--- src/rtl/sdram_init_pkg.sv ---
package sdram_init_pkg;

  // {cs_n, ras_n, cas_n, we_n}
  typedef enum logic [3:0] {
    CMD_MRS = 4'b0000,
    CMD_REF = 4'b0001,
    CMD_PRE = 4'b0010,
    CMD_NOP = 4'b0111
  } sdr_cmd_e;

  typedef enum logic [2:0] {
    ST_HOLD, ST_PRE, ST_WAIT_RP, ST_REF, ST_WAIT_RC, ST_MRS, ST_WAIT_MRD, ST_DONE
  } init_st_e;

  localparam int unsigned PRE_ALL_BIT = 10;

  function automatic int unsigned max_of4(int unsigned a, int unsigned b,
                                          int unsigned c, int unsigned d);
    int unsigned m;
    m = a;
    if (b > m) m = b;
    if (c > m) m = c;
    if (d > m) m = d;
    return m;
  endfunction

endpackage

--- src/rtl/init_gap_timer.sv ---
module init_gap_timer #(
  parameter int unsigned W = 8
) (
  input  logic         clk_i,
  input  logic         rst_ni,
  input  logic         en_i,
  input  logic         clr_i,
  input  logic [W-1:0] limit_i,
  output logic         hit_o
);
  logic [W-1:0] cnt_q;

  always_ff @(posedge clk_i or negedge rst_ni) begin
    if (!rst_ni)     cnt_q <= '0;
    else if (clr_i)  cnt_q <= '0;
    else if (en_i)   cnt_q <= cnt_q + 1'b1;
  end

  // terminal count: interval measured issue to issue
  assign hit_o = (cnt_q == limit_i - 1'b1);
endmodule

--- src/rtl/init_pin_drive.sv ---
module init_pin_drive
  import sdram_init_pkg::*;
#(
  parameter int unsigned ADDR_W = 13,
  parameter int unsigned BA_W   = 2
) (
  input  init_st_e            st_i,
  input  logic [2:0]          bl_code_i,
  input  logic                interleave_i,
  input  logic [2:0]          cas_lat_i,
  output sdr_cmd_e            cmd_o,
  output logic [ADDR_W-1:0]   addr_o,
  output logic [BA_W-1:0]     ba_o,
  output logic                dqm_o,
  output logic                cke_o
);
  always_comb begin
    cmd_o  = CMD_NOP;
    addr_o = '0;
    ba_o   = '0;
    dqm_o  = (st_i != ST_DONE);
    cke_o  = 1'b1;
    unique case (st_i)
      ST_PRE: begin
        cmd_o               = CMD_PRE;
        addr_o[PRE_ALL_BIT] = 1'b1;
      end
      ST_REF: cmd_o = CMD_REF;
      ST_MRS: begin
        cmd_o       = CMD_MRS;
        addr_o[2:0] = bl_code_i;
        addr_o[3]   = interleave_i;
        addr_o[6:4] = cas_lat_i;
      end
      default: cmd_o = CMD_NOP;
    endcase
  end
endmodule

--- src/rtl/sdram_init_seq.sv ---
module sdram_init_seq
  import sdram_init_pkg::*;
#(
  parameter int unsigned STABLE_CYC = 20000,
  parameter int unsigned TRP_CYC    = 3,
  parameter int unsigned TRC_CYC    = 7,
  parameter int unsigned TMRD_CYC   = 2,
  parameter int unsigned REF_NUM    = 8,
  parameter int unsigned ADDR_W     = 13,
  parameter int unsigned BA_W       = 2
) (
  input  logic              clk_i,
  input  logic              rst_ni,
  input  logic [2:0]        bl_code_i,
  input  logic              interleave_i,
  input  logic [2:0]        cas_lat_i,
  output logic              cs_n_o,
  output logic              ras_n_o,
  output logic              cas_n_o,
  output logic              we_n_o,
  output logic              cke_o,
  output logic              dqm_o,
  output logic [ADDR_W-1:0] addr_o,
  output logic [BA_W-1:0]   ba_o,
  output logic              done_o
);
  localparam int unsigned MAX_GAP = max_of4(STABLE_CYC, TRP_CYC, TRC_CYC, TMRD_CYC);
  localparam int unsigned CNT_W   = $clog2(MAX_GAP + 1);
  localparam int unsigned REF_W   = $clog2(REF_NUM + 1);

  init_st_e           st_q, st_d;
  logic [REF_W-1:0]   ref_q;
  logic [CNT_W-1:0]   limit;
  logic               hit, adv;
  sdr_cmd_e           cmd;

  always_comb begin
    st_d  = st_q;
    adv   = 1'b0;
    limit = CNT_W'(STABLE_CYC);
    unique case (st_q)
      ST_HOLD: if (hit) begin st_d = ST_PRE; adv = 1'b1; end
      ST_PRE:  st_d = ST_WAIT_RP;
      ST_WAIT_RP: begin
        limit = CNT_W'(TRP_CYC);
        if (hit) begin st_d = ST_REF; adv = 1'b1; end
      end
      ST_REF:  st_d = ST_WAIT_RC;
      ST_WAIT_RC: begin
        limit = CNT_W'(TRC_CYC);
        if (hit) begin
          adv  = 1'b1;
          st_d = (ref_q == REF_W'(REF_NUM)) ? ST_MRS : ST_REF;
        end
      end
      ST_MRS:  st_d = ST_WAIT_MRD;
      ST_WAIT_MRD: begin
        limit = CNT_W'(TMRD_CYC);
        if (hit) begin st_d = ST_DONE; adv = 1'b1; end
      end
      default: st_d = ST_DONE;
    endcase
  end

  always_ff @(posedge clk_i or negedge rst_ni) begin
    if (!rst_ni) begin
      st_q  <= ST_HOLD;
      ref_q <= '0;
    end else begin
      st_q <= st_d;
      if (st_q == ST_REF) ref_q <= ref_q + 1'b1;
    end
  end

  init_gap_timer #(.W(CNT_W)) u_timer (
    .clk_i   (clk_i),
    .rst_ni  (rst_ni),
    .en_i    (st_q != ST_DONE),
    .clr_i   (adv),
    .limit_i (limit),
    .hit_o   (hit)
  );

  init_pin_drive #(.ADDR_W(ADDR_W), .BA_W(BA_W)) u_drive (
    .st_i         (st_q),
    .bl_code_i    (bl_code_i),
    .interleave_i (interleave_i),
    .cas_lat_i    (cas_lat_i),
    .cmd_o        (cmd),
    .addr_o       (addr_o),
    .ba_o         (ba_o),
    .dqm_o        (dqm_o),
    .cke_o        (cke_o)
  );

  assign {cs_n_o, ras_n_o, cas_n_o, we_n_o} = cmd;
  assign done_o = (st_q == ST_DONE);
endmodule

--- config.mk ---
export PLATFORM = sky130hd
export DESIGN_NAME = sdram_init_seq
export DESIGN_NICKNAME = d
export VERILOG_FILES = /design/src/rtl/sdram_init_pkg.sv /design/src/rtl/init_gap_timer.sv /design/src/rtl/init_pin_drive.sv /design/src/rtl/sdram_init_seq.sv
export SDC_FILE = /design/constraint.sdc
export NUM_CORES = 1
export LEC_CHECK = 0
export ABC_AREA = 1
export BUFFER_PORTS_ARGS = -buffer_cell sky130_fd_sc_hd__buf_2
export CAP_MARGIN = 20
export CORE_ASPECT_RATIO = 0.7
export CORE_UTILIZATION = 54
export DETAILED_ROUTE_END_ITERATION = 8
export GPL_TIMING_DRIVEN = 0
export PLACE_DENSITY = 0.89
export SYNTH_ARGS = -nofsm -noshare
export SYNTH_HDL_FRONTEND = slang
export SYNTH_SLANG_ARGS = --single-unit
--- constraint.sdc ---
create_clock -name clk_i -period 1.7 [get_ports clk_i]
set_input_delay 0.085 -clock clk_i [delete_from_list [all_inputs] [get_ports clk_i]]
set_output_delay 0.085 -clock clk_i [all_outputs]
set_load 0.03 [all_outputs]
==> impl_metrics.yaml <==
timing:
  timing.final.max_slew_violations: 0
  final.setup.worst_slack_ns: 0.112
  rsz_0062_raised_after_global_routing: "no"
  maxClockFrequency_mhz: 630
  setup-violations-final: 0
  hold-worst-slack_ns: 0.300
  final_period_minus_worst_setup_slack_ns: 1.59
  hold_viol: 0
  clock-skew-final_ns: 0.00340
  setup_tns_final_ns: 0
  final.period_utilization: 0.934
floorplan:
  design.portCount: 31
  rows: 15
  chipHeight_um: 46.4
  full_die_area_mm2: 0.00304
  initial_core_utilization: 0.593
  die_x_um: 65.5
  core_area_mm2: 0.00257
synth:
  post-synth-top-area-cell: "sky130_fd_sc_hd__dfrtp_1"
  synth_top_area_share: 0.361
  yosysUniqueCellTypes: 31
  syn-instance-count: 197
  synth_seq_area_share: 0.361
  synthesis.yosys.warnings: 0
  synthMostInstantiatedCell: "sky130_fd_sc_hd__nand2_1"
  ys_async_sr_fraction: 1.00
  post_synth.cell_area_avg_um2: 7.74
  most_common_library_cells_after_synthesis: "sky130_fd_sc_hd__nand2_1, sky130_fd_sc_hd__inv_1, sky130_fd_sc_hd__nor2_1, sky130_fd_sc_hd__dfrtp_1, sky130_fd_sc_hd__nand3_1"
  synth_edf_count: 0
  dominantRegCellSynth: "sky130_fd_sc_hd__dfrtp_1"
  synthesis.area_mm2: 0.00152
  yosys-top-cells-area: "sky130_fd_sc_hd__dfrtp_1, sky130_fd_sc_hd__nand2_1, sky130_fd_sc_hd__inv_1"
  synth_seq_cells: 22
setup_path:
  timing.critical_path.arrival_ns: 1.50
  cp_common_cell: "sky130_fd_sc_hd__nor2_1"
  crit_family: "buffers and inverters"
  crit_path_max_incr_delay_ns: 0.38
  reg2reg_setup_slack_ns: 0.22
  cp.required_ns: 1.62
  worstPathMaxFanout: 10
  path_cells: "buf_6, inv_1, nand2_1, nor2_1, inv_2, nor2_1, clkbuf_4"
  cp-end-kind: "output port"
  crit_buf_inv: 4
  critical-path-slowest-cell: "sky130_fd_sc_hd__dfrtp_1"
  nature_of_the_critical_path_startpoint: "flip-flop"
  critPathKind: "reg -> out"
clock_tree:
  cts_inserted_buffers: 3
  insertion_delay_ns: 0.26
  cts-htree-levels: 1
  total_setup_buffers_inserted_after_cts: 0
  clock_path_buffers: 2
  cts_tree: "done"
  clock_pin_slew_on_the_worst_setup_and_hold_paths_ns: 0.08
  cts.sink_count: 22
  cts-root-buf: "sky130_fd_sc_hd__clkbuf_8"
pwr:
  ir_drop_mv: 0.530
  power_density_mw_per_mm2: 520
  leakage_nw: 0.991
min_path:
  worst_hold_path_type: "in -> async"
layout:
  final_layout_size_suffix_gt1_frac: 0.279
  area_growth_syn_to_layout_pct: 15.1
  finalNonFillerCells: 263
  nNetsFinal: 243
  antennaDiodeCount: 0
drt:
  detail-route-antenna-nets: 0
  firstDrtPassIters: 4
  drt_total_wl_um: 2970
  drt-initial-drc-count: 44
  drt-wirelength-per-cell_um: 11.3
  avgViaCountPerCell: 4.90
  post-route-drc-count: 0
  total_via_count_after_detailed_routing: 1288
placement:
  dp_hpwl_um: 2280
  placed_cells_incl_taps: 259
  gp_routability_congestion: 0.878
  pre_cts_slack_ns: 0.224
  place.port_buffers: 21
global_routing:
  grt_pass1_wl_um: 4660
  grt_max_degree: 23
  grt_pass1_vias: 1104
  grt_util_all_layers: 0.215
  initial_antenna_violation_count: 0
  grt_remaining_overflow: 0
run_status:
  outcome: "finished, final reports clean"
job:
  maxCapViolCount: 0
state kept, by name, indices dropped and copies added (netlist names):
signal         flops
u_timer.cnt_q     15
ref_q              4
st_q               3
final cells by class:
cell class | count | area (um2)
Inverter | 37 | 141
Tap cell | 34 | 42.5
Sequential cell | 22 | 551
Timing Repair Buffer | 22 | 118
Clock buffer | 3 | 41.3
Buffer | 12 | 101
Multi-Input combinational cell | 133 | 759
Fill cell | 205 | 817
final timing paths:
path,endpoint,cells after the start,start
worst max-delay path,addr_o[1],7,st_q[1]
worst min-delay path,u_timer.cnt_q[9],2,rst_ni
worst max register to register,u_timer.cnt_q[11],9,st_q[2]
worst min register to register,u_timer.cnt_q[7],1,u_timer.cnt_q[7]
max in group asynchronous,ref_q[3],2,rst_ni
min in group clk_i,addr_o[6],4,cas_lat_i[2]
cell families after synthesis:
family,Yosys count,synth area share
compound gates,11,0.0452
xor+xnor,10,0.0575
fa+ha+maj,3,0.0246
buf+inv,49,0.159
flops,22,0.361
other cells,2,0.00493
simple gates,100,0.347
layer usage:
metal / vias to the layer above / wire length (um) / track usage
li1: 645 / - / -
met3: 4 / 135 / 0.0371
met1: 599 / 1340 / 0.276
met4: 0 / 50 / 0.0957
met5: - / 0 / 0
met2: 40 / 1450 / 0.363
what timing repair did:
item / CTS / global route
resized for setup: 0 / 3
hold buffers: 1 / 0
setup endpoints to repair: 0 / 3
hold endpoints to repair: 22 / 0
power breakdown:
| group | switching (W) | internal [W] | total, W |
|---|---|---|---|
| Sequential | 0 | 0.000523 | 0.000523 |
| Combinational | 0.0000423 | 0.0000230 | 0.0000652 |
| Clock | 0.000166 | 0.000158 | 0.000324 |
metrics by stage:
step / total power (W) / area, um2 / util
2_1_floorplan: 0.000578 / 1550 / -
3_3_place_gp: 0.000596 / 1700 / 0.660
3_5_place_dp: 0.000597 / 1700 / 0.660
4_1_cts: 0.000921 / 1750 / 0.680
5_1_grt: 0.000945 / 1750 / 0.682
6_report: 0.000912 / 1750 / 0.682
worst reg2reg max path, delay by kind of cell (launching register included):
| family | cells | cell delay, ns |
|---|---|---|
| and+or+nand+nor | 7 | 0.79 |
| DFF | 1 | 0.39 |
| buffers and inverters | 2 | 0.21 |
cells in the final DEF (no fill, tap or decap), types with 2 or more instances in the layout:
| cell | synthesis | layout |
|---|---|---|
| sky130_fd_sc_hd__nand2_1 | 35 | 35 |
| sky130_fd_sc_hd__inv_1 | 32 | 31 |
| sky130_fd_sc_hd__nor2_1 | 25 | 24 |
| sky130_fd_sc_hd__dfrtp_1 | 22 | 22 |
| sky130_fd_sc_hd__buf_2 | 0 | 20 |
| sky130_fd_sc_hd__nand3_1 | 12 | 12 |
| sky130_fd_sc_hd__buf_4 | 9 | 9 |
| sky130_fd_sc_hd__conb_1 | 2 | 9 |
| sky130_fd_sc_hd__nand2_2 | 6 | 6 |
| sky130_fd_sc_hd__xor2_1 | 6 | 6 |
| sky130_fd_sc_hd__o21ai_0 | 5 | 5 |
| sky130_fd_sc_hd__nor2_2 | 3 | 4 |
| sky130_fd_sc_hd__inv_2 | 3 | 4 |
| sky130_fd_sc_hd__xnor2_1 | 4 | 4 |
| sky130_fd_sc_hd__buf_6 | 3 | 3 |
| sky130_fd_sc_hd__nand4_1 | 3 | 3 |
| sky130_fd_sc_hd__nor2_4 | 3 | 3 |
| sky130_fd_sc_hd__nor3_1 | 3 | 3 |
| sky130_fd_sc_hd__ha_1 | 3 | 3 |
| sky130_fd_sc_hd__clkbuf_8 | 0 | 3 |
| sky130_fd_sc_hd__nand3_4 | 2 | 2 |
| sky130_fd_sc_hd__nand2_4 | 2 | 2 |
| sky130_fd_sc_hd__o21ai_1 | 2 | 2 |
| sky130_fd_sc_hd__o21ai_2 | 2 | 2 |
| sky130_fd_sc_hd__nand3b_1 | 2 | 2 |
(Power assumes the default switching activity.)
